File: src/rtl/dmaw_pkg.sv
package dmaw_pkg;
    typedef enum logic [1:0] {
        ST_IDLE   = 2'd0,
        ST_ACTIVE = 2'd1,
        ST_TAIL   = 2'd2,
        ST_CLOSE  = 2'd3
    } dmaw_state_e;
endpackage

File: src/rtl/dmaw_sync.sv
module dmaw_sync #(
    parameter int              W       = 1,
    parameter int              STAGES  = 2,
    parameter logic [W-1:0]    RST_VAL = '0
) (
    input  logic         clk,
    input  logic         rst_n,
    input  logic [W-1:0] d,
    output logic [W-1:0] q
);
    logic [W-1:0] stg [STAGES];

    for (genvar s = 0; s < STAGES; s++) begin : g_stage
        if (s == 0) begin : g_first
            always_ff @(posedge clk or negedge rst_n) begin
                if (!rst_n) stg[s] <= RST_VAL;
                else        stg[s] <= d;
            end
        end else begin : g_next
            always_ff @(posedge clk or negedge rst_n) begin
                if (!rst_n) stg[s] <= RST_VAL;
                else        stg[s] <= stg[s-1];
            end
        end
    end

    assign q = stg[STAGES-1];
endmodule

File: src/rtl/dmaw_onehot.sv
module dmaw_onehot #(
    parameter int N = 4,
    parameter int W = 2
) (
    input  logic [W-1:0] idx,
    input  logic         en,
    output logic [N-1:0] hot
);
    for (genvar g = 0; g < N; g++) begin : g_bit
        assign hot[g] = en && (idx == W'(g));
    end
endmodule

File: src/rtl/dmaw_loader.sv
module dmaw_loader
    import dmaw_pkg::*;
#(
    parameter int NCH    = 4,
    parameter int DEPTH  = 16,
    parameter int DATA_W = 8
) (
    input  logic                       clk,
    input  logic                       rst_n,
    input  logic                       start,
    input  logic [$clog2(NCH)-1:0]     chan_sel,
    input  logic [$clog2(DEPTH):0]     xfer_len,
    output logic                       dreq,
    input  logic                       dack_n,
    input  logic                       wr_n,
    input  logic [DATA_W-1:0]          dbus,
    output logic [NCH-1:0]             buf_we,
    output logic [$clog2(DEPTH)-1:0]   buf_addr,
    output logic [DATA_W-1:0]          buf_data,
    output logic                       done,
    output logic [$clog2(DEPTH):0]     done_count
);
    localparam int CH_W   = $clog2(NCH);
    localparam int ADDR_W = $clog2(DEPTH);
    localparam int LEN_W  = ADDR_W + 1;
    localparam logic [LEN_W-1:0] FULL_LEN = LEN_W'(DEPTH);

    typedef struct packed {
        dmaw_state_e         st;
        logic [CH_W-1:0]     ch;
        logic [ADDR_W-1:0]   last;
        logic [LEN_W-1:0]    ptr;
        logic                armed;
        logic                wr_prev;
        logic [DATA_W-1:0]   hold;
        logic                req;
        logic                we;
        logic [ADDR_W-1:0]   addr;
        logic [DATA_W-1:0]   data;
        logic                done;
        logic [LEN_W-1:0]    dcount;
    } regs_t;

    localparam regs_t REGS_RST = '{
        st:      ST_IDLE,
        ch:      '0,
        last:    '0,
        ptr:     '0,
        armed:   1'b0,
        wr_prev: 1'b1,
        hold:    '0,
        req:     1'b0,
        we:      1'b0,
        addr:    '0,
        data:    '0,
        done:    1'b0,
        dcount:  '0
    };

    regs_t r_d, r_q;

    // synchronised strobe, acknowledge and data bus
    logic              wr_s;
    logic              dack_s;
    logic [DATA_W-1:0] data_s;
    logic              ack_act;

    dmaw_sync #(.W(2), .STAGES(2), .RST_VAL(2'b11)) u_ctl_sync (
        .clk   (clk),
        .rst_n (rst_n),
        .d     ({dack_n, wr_n}),
        .q     ({dack_s, wr_s})
    );

    dmaw_sync #(.W(DATA_W), .STAGES(2), .RST_VAL('0)) u_bus_sync (
        .clk   (clk),
        .rst_n (rst_n),
        .d     (dbus),
        .q     (data_s)
    );

    assign ack_act = ~dack_s;

    logic              strobe_fall;
    logic              strobe_rise;
    logic [LEN_W-1:0]  len_eff;
    logic              at_last;

    always_comb begin
        r_d         = r_q;
        r_d.we      = 1'b0;
        r_d.done    = 1'b0;
        r_d.wr_prev = wr_s;

        strobe_fall = r_q.wr_prev & ~wr_s;
        strobe_rise = ~r_q.wr_prev & wr_s;

        if ((xfer_len == '0) || (xfer_len > FULL_LEN)) len_eff = FULL_LEN;
        else                                           len_eff = xfer_len;

        at_last = (r_q.ptr[ADDR_W-1:0] == r_q.last);

        // track the bus value while the strobe is low
        if (!wr_s) r_d.hold = data_s;

        unique case (r_q.st)
            ST_IDLE: begin
                if (start && !ack_act) begin
                    r_d.st    = ST_ACTIVE;
                    r_d.ch    = chan_sel;
                    r_d.last  = ADDR_W'(len_eff - LEN_W'(1));
                    r_d.ptr   = '0;
                    r_d.armed = 1'b0;
                    r_d.req   = 1'b1;
                end
            end
            ST_ACTIVE: begin
                if (strobe_fall && ack_act) begin
                    r_d.armed = 1'b1;
                    if (at_last) begin
                        r_d.st  = ST_TAIL;
                        r_d.req = 1'b0;
                    end
                end
                if (strobe_rise && r_q.armed) begin
                    r_d.we    = 1'b1;
                    r_d.addr  = r_q.ptr[ADDR_W-1:0];
                    r_d.data  = r_q.hold;
                    r_d.ptr   = r_q.ptr + LEN_W'(1);
                    r_d.armed = 1'b0;
                end
            end
            ST_TAIL: begin
                if (strobe_rise && r_q.armed) begin
                    r_d.we    = 1'b1;
                    r_d.addr  = r_q.ptr[ADDR_W-1:0];
                    r_d.data  = r_q.hold;
                    r_d.ptr   = r_q.ptr + LEN_W'(1);
                    r_d.armed = 1'b0;
                    r_d.st    = ST_CLOSE;
                end
            end
            ST_CLOSE: begin
                if (!ack_act) begin
                    r_d.done   = 1'b1;
                    r_d.dcount = r_q.ptr;
                    r_d.st     = ST_IDLE;
                end
            end
            default: r_d = REGS_RST;
        endcase
    end

    always_ff @(posedge clk or negedge rst_n) begin
        if (!rst_n) r_q <= REGS_RST;
        else        r_q <= r_d;
    end

    dmaw_onehot #(.N(NCH), .W(CH_W)) u_we_dec (
        .idx (r_q.ch),
        .en  (r_q.we),
        .hot (buf_we)
    );

    assign dreq       = r_q.req;
    assign buf_addr   = r_q.addr;
    assign buf_data   = r_q.data;
    assign done       = r_q.done;
    assign done_count = r_q.dcount;
endmodule


File: config.mk
export PLATFORM = sky130hd
export DESIGN_NAME = dmaw_loader
export DESIGN_NICKNAME = d
export VERILOG_FILES = /design/src/rtl/dmaw_pkg.sv /design/src/rtl/dmaw_sync.sv /design/src/rtl/dmaw_onehot.sv /design/src/rtl/dmaw_loader.sv
export SDC_FILE = /design/constraint.sdc
export NUM_CORES = 1
export LEC_CHECK = 0
export ABC_AREA = 1
export CAP_MARGIN = 30
export CORE_AREA = 2 2 94 96
export CTS_BUF_LIST = sky130_fd_sc_hd__clkbuf_8
export CTS_CLUSTER_DIAMETER = 100
export CTS_CLUSTER_SIZE = 8
export DETAILED_ROUTE_END_ITERATION = 10
export DIE_AREA = 0 0 96 98
export GPL_ROUTABILITY_DRIVEN = 0
export PLACE_DENSITY = 0.67
export SYNTH_ARGS = -nofsm -noshare
export SYNTH_HDL_FRONTEND = slang
export SYNTH_HIERARCHICAL = 1
export SYNTH_SLANG_ARGS = --single-unit
File: constraint.sdc
create_clock -name clk -period 2.8 [get_ports clk]
set_input_delay 0.28 -clock clk [delete_from_list [all_inputs] [get_ports clk]]
set_output_delay 0.28 -clock clk [all_outputs]
set_load 0.02 [all_outputs]
==> results by group <==
Detailed routing
  • Routed via count: 1911
  • Highest routing layer actually used: met4
  • DRC viols: 0
  • Routed length on met1: 2.34 mm
  • Met2 routed wirelength: 2.10 mm
  • Post-DRT Antenna Nets: 0
  • Routed length per placed instance: 10.8 um
  • WL met3: 251 um
  • DR pass1 iterations: 4
  • Average vias per placed instance: 4.29
  • First DRT Iteration DRCs: 116
  • Routed wire length: 4.81 mm

Synth
  • Library cell with the largest summed area after synthesis: dfrtp_1
  • Synthesized area per cell: 9.22 um^2
  • Flip-flop and latch count after synthesis: 63
  • Synth Cell Area: 2850 um^2
  • Yosys top cell area share: 0.509
  • Post-Syn Instances: 309
  • Warnings from Yosys: 6
  • Syn Nets: 336
  • Share of the yosys chip area belonging to registers: 0.556
  • Cell types occupying the most area after synthesis: dfrtp_1 51%, nand2_1 13%, buf_4 7.1%
  • Count of distinct cell types in the synthesized netlist: 22

Global routing
  • Number of antenna violations at the first check in global routing: 0
  • Global-route wire length before repair: 8.37 mm
  • Aggregate global routing overflow: 0
  • Total routing usage reported by global routing: 0.114
  • Via count of the first global-routing pass: 1917
  • Pin count of the biggest net entering global routing: 64

Floorplan
  • Starting Density: 0.337
  • CORE AREA: 8470 um^2
  • # IOs: 43
  • Die Outline Area: 9410 um^2
  • Overall die width: 96 um
  • Die height: 98 um
  • Row count: 34

Finish
  • Share of post-route cells with drive strength above 1: 0.134
  • Relative area change from synthesis to final layout: 17.9%
  • Total Nets Final: 359
  • Final Core Density: 0.397
  • Number of inserted filler cells in the final layout: 841
  • Antenna cell count: 0

CTS
  • Clock Sink Count: 63
  • Largest buffer count on any clock path: 2
  • Clock tree from TritonCTS: done
  • Library cell used as clock root buffer: clkbuf_8
  • CTS Hold Buffers Added: 0
  • Skew-Pair Late Insertion Delay: 0.33 ns
  • Number of buffers inserted by post-CTS setup repair: 0
  • Clock transition at path regs: 0.07 ns
  • Number of buffers inserted during clock tree synthesis: 9
  • H-tree levels: 3
  • Gates resized, CTS repair: 0

Job
  • Max-cap violations: 0

Run status
  • Run status: finished, final reports clean

STA
  • Tcrit/Tclk final: 0.655
  • Worst max-slew margin expressed relative to the limit: 0.497
  • Final hold slack: 0.0995 ns
  • Setup TNS: 0 ns
  • Min Tclk post-route: 1.83 ns
  • Number of setup violations in the final report: 0
  • Final worst setup slack: 0.966 ns
  • Highest attainable clock frequency: 545 MHz
  • Hold violation total from the final report: 0
  • Actual slew at the worst max-slew pin: 0.754 ns
  • Fin Clk Skew: 0.00522 ns
  • Max Transition Viols Final: 0
  • Unrepaired setup endpoints after global routing: no

Worst setup path
  • Path type of the worst setup path: reg -> out
  • Worst EP required: 2.52 ns
  • Peak per-stage delay on the critical path: 0.61 ns
  • CP Capture Type: output pin
  • Crit-path cells: inv_1 > nand2_1 > nor2_1 > clkdlybuf4s50_1
  • Standard cell with the maximum stage delay on the critical path: clkdlybuf4s50_1
  • Kind of start point of the critical path: flop
  • Critical path fanouts, max: 3
  • Worst path arrival time: 1.55 ns

Placement
  • # port buffers: 42
  • Worst slack at placement: 0.983 ns
  • HPWL Detailed: 3.54 mm

Min path
  • Hold WC Path Type: in -> async

Power
  • Static Leakage: 1.63 nW
  • Worst vdd rail ir drop: 0.268 mV
  • Areal power density over the cells: 807 nW/um^2
==> metrics by stage <==
| stage | area, um^2 | instances | power [W] |
|---|---|---|---|
| floorplan | 2850 | 309 | 0.00181 |
| global placement | 3170 | 429 | 0.00200 |
| detailed placement | 3170 | 429 | 0.00203 |
| CTS | 3360 | 445 | 0.00275 |
| global route | 3360 | 445 | 0.00290 |
| finish | 3360 | 445 | 0.00271 |
==> Yosys cell counts <==
library cell  instances
a21oi_1               2
buf_4                27
buf_6                 2
clkbuf_1              2
clkinv_2              1
dfrtp_1              58
dfstp_2               5
ha_1                  7
inv_1                34
inv_2                 3
nand2_1              96
nand2_2               2
nand3_1              12
nand3_2               2
nand3_4               1
nand4_1               5
nor2_1               14
nor2_2                2
nor2_4                1
o21ai_0              20
o21ai_2              11
xor2_1                2
==> placed cells by master (no fill, tap or decap), types with 2 or more instances in the layout <==
| master | instances |
|---|---|
| xor2_1 | 2 |
| clkdlybuf4s50_1 | 41 |
| clkinvlp_4 | 2 |
| inv_2 | 3 |
| clkinv_2 | 2 |
| nand2_2 | 2 |
| ha_1 | 7 |
| dfrtp_1 | 58 |
| nor2_1 | 14 |
| o21ai_2 | 11 |
| clkbuf_8 | 11 |
| nor2_2 | 2 |
| dfstp_2 | 5 |
| nand3_1 | 12 |
| nand3_2 | 2 |
| o21ai_0 | 20 |
| nand4_1 | 5 |
| a21oi_1 | 2 |
| inv_1 | 35 |
| nand2_1 | 96 |
==> final cells by class <==
| class | instances | area, um^2 | area share |
|---|---|---|---|
| sequential | 63 | 1580 | 0.471 |
| multi-input combinational | 177 | 890 | 0.265 |
| timing repair buffer | 43 | 423 | 0.126 |
| clock buffer | 11 | 151 | 0.0451 |
| inverter | 38 | 144 | 0.0428 |
| tap | 108 | 135 | 0.0402 |
| clock inverter | 5 | 32.5 | 0.00969 |
==> flip-flops by register name, summed over array words and instances, names as in the netlist <==
signal          flops
dreq                1
u_ctl_sync/stg      2
buf_data            8
buf_addr            4
done                1
u_ctl_sync/q        2
r_q                24
u_bus_sync/stg      8
u_bus_sync/q        8
done_count          5
==> logic make-up after synthesis <==
| logic type | count (synthesis) | share of synthesized area |
|---|---|---|
| compound gates | 33 | 0.0725 |
| flops | 63 | 0.556 |
| buf+inv | 69 | 0.132 |
| xor+xnor | 2 | 0.00615 |
| fa+ha+maj | 7 | 0.0307 |
| simple gates | 135 | 0.203 |
==> worst paths after layout <==
path                            cells after the start                   startpoint  slack (ns)                         to
min in group clk                                    0  u_bus_sync/stg[9]$_DFF_PN0_        0.35  u_bus_sync/q[1]$_DFF_PN0_
max in group asynchronous                           2                        rst_n        2.20        r_q[33]$_DFFE_PN0P_
worst max register to register                      7          r_q[41]$_DFFE_PN0P_        1.10    buf_addr[3]$_DFFE_PN0P_
worst min-delay path                                2                        rst_n         0.1  u_bus_sync/q[2]$_DFF_PN0_
worst max-delay path                                4          r_q[39]$_DFFE_PN0P_        0.97                  buf_we[0]
worst min register to register                      0  u_bus_sync/stg[9]$_DFF_PN0_        0.35  u_bus_sync/q[1]$_DFF_PN0_
==> worst max-delay path, delay by kind of cell (launching register included) <==
family	cells	cell delay (ns)
and+or+nand+nor	2	0.16
DFF	1	0.40
buffers and inverters	2	0.67
==> power by group <==
part           total, W  switching, W  internal, W
Clock          0.000703      0.000335     0.000367
Combinational  0.000835      0.000513     0.000323
Sequential      0.00117      0.000108      0.00106
Total           0.00271      0.000956      0.00175
==> layer usage <==
layer,up-vias,track usage
met5,-,0
met4,0,0.0637
met3,10,0.0293
met2,48,0.171
met1,874,0.147
li1,979,-
Power figures use the tool's default switching activity.
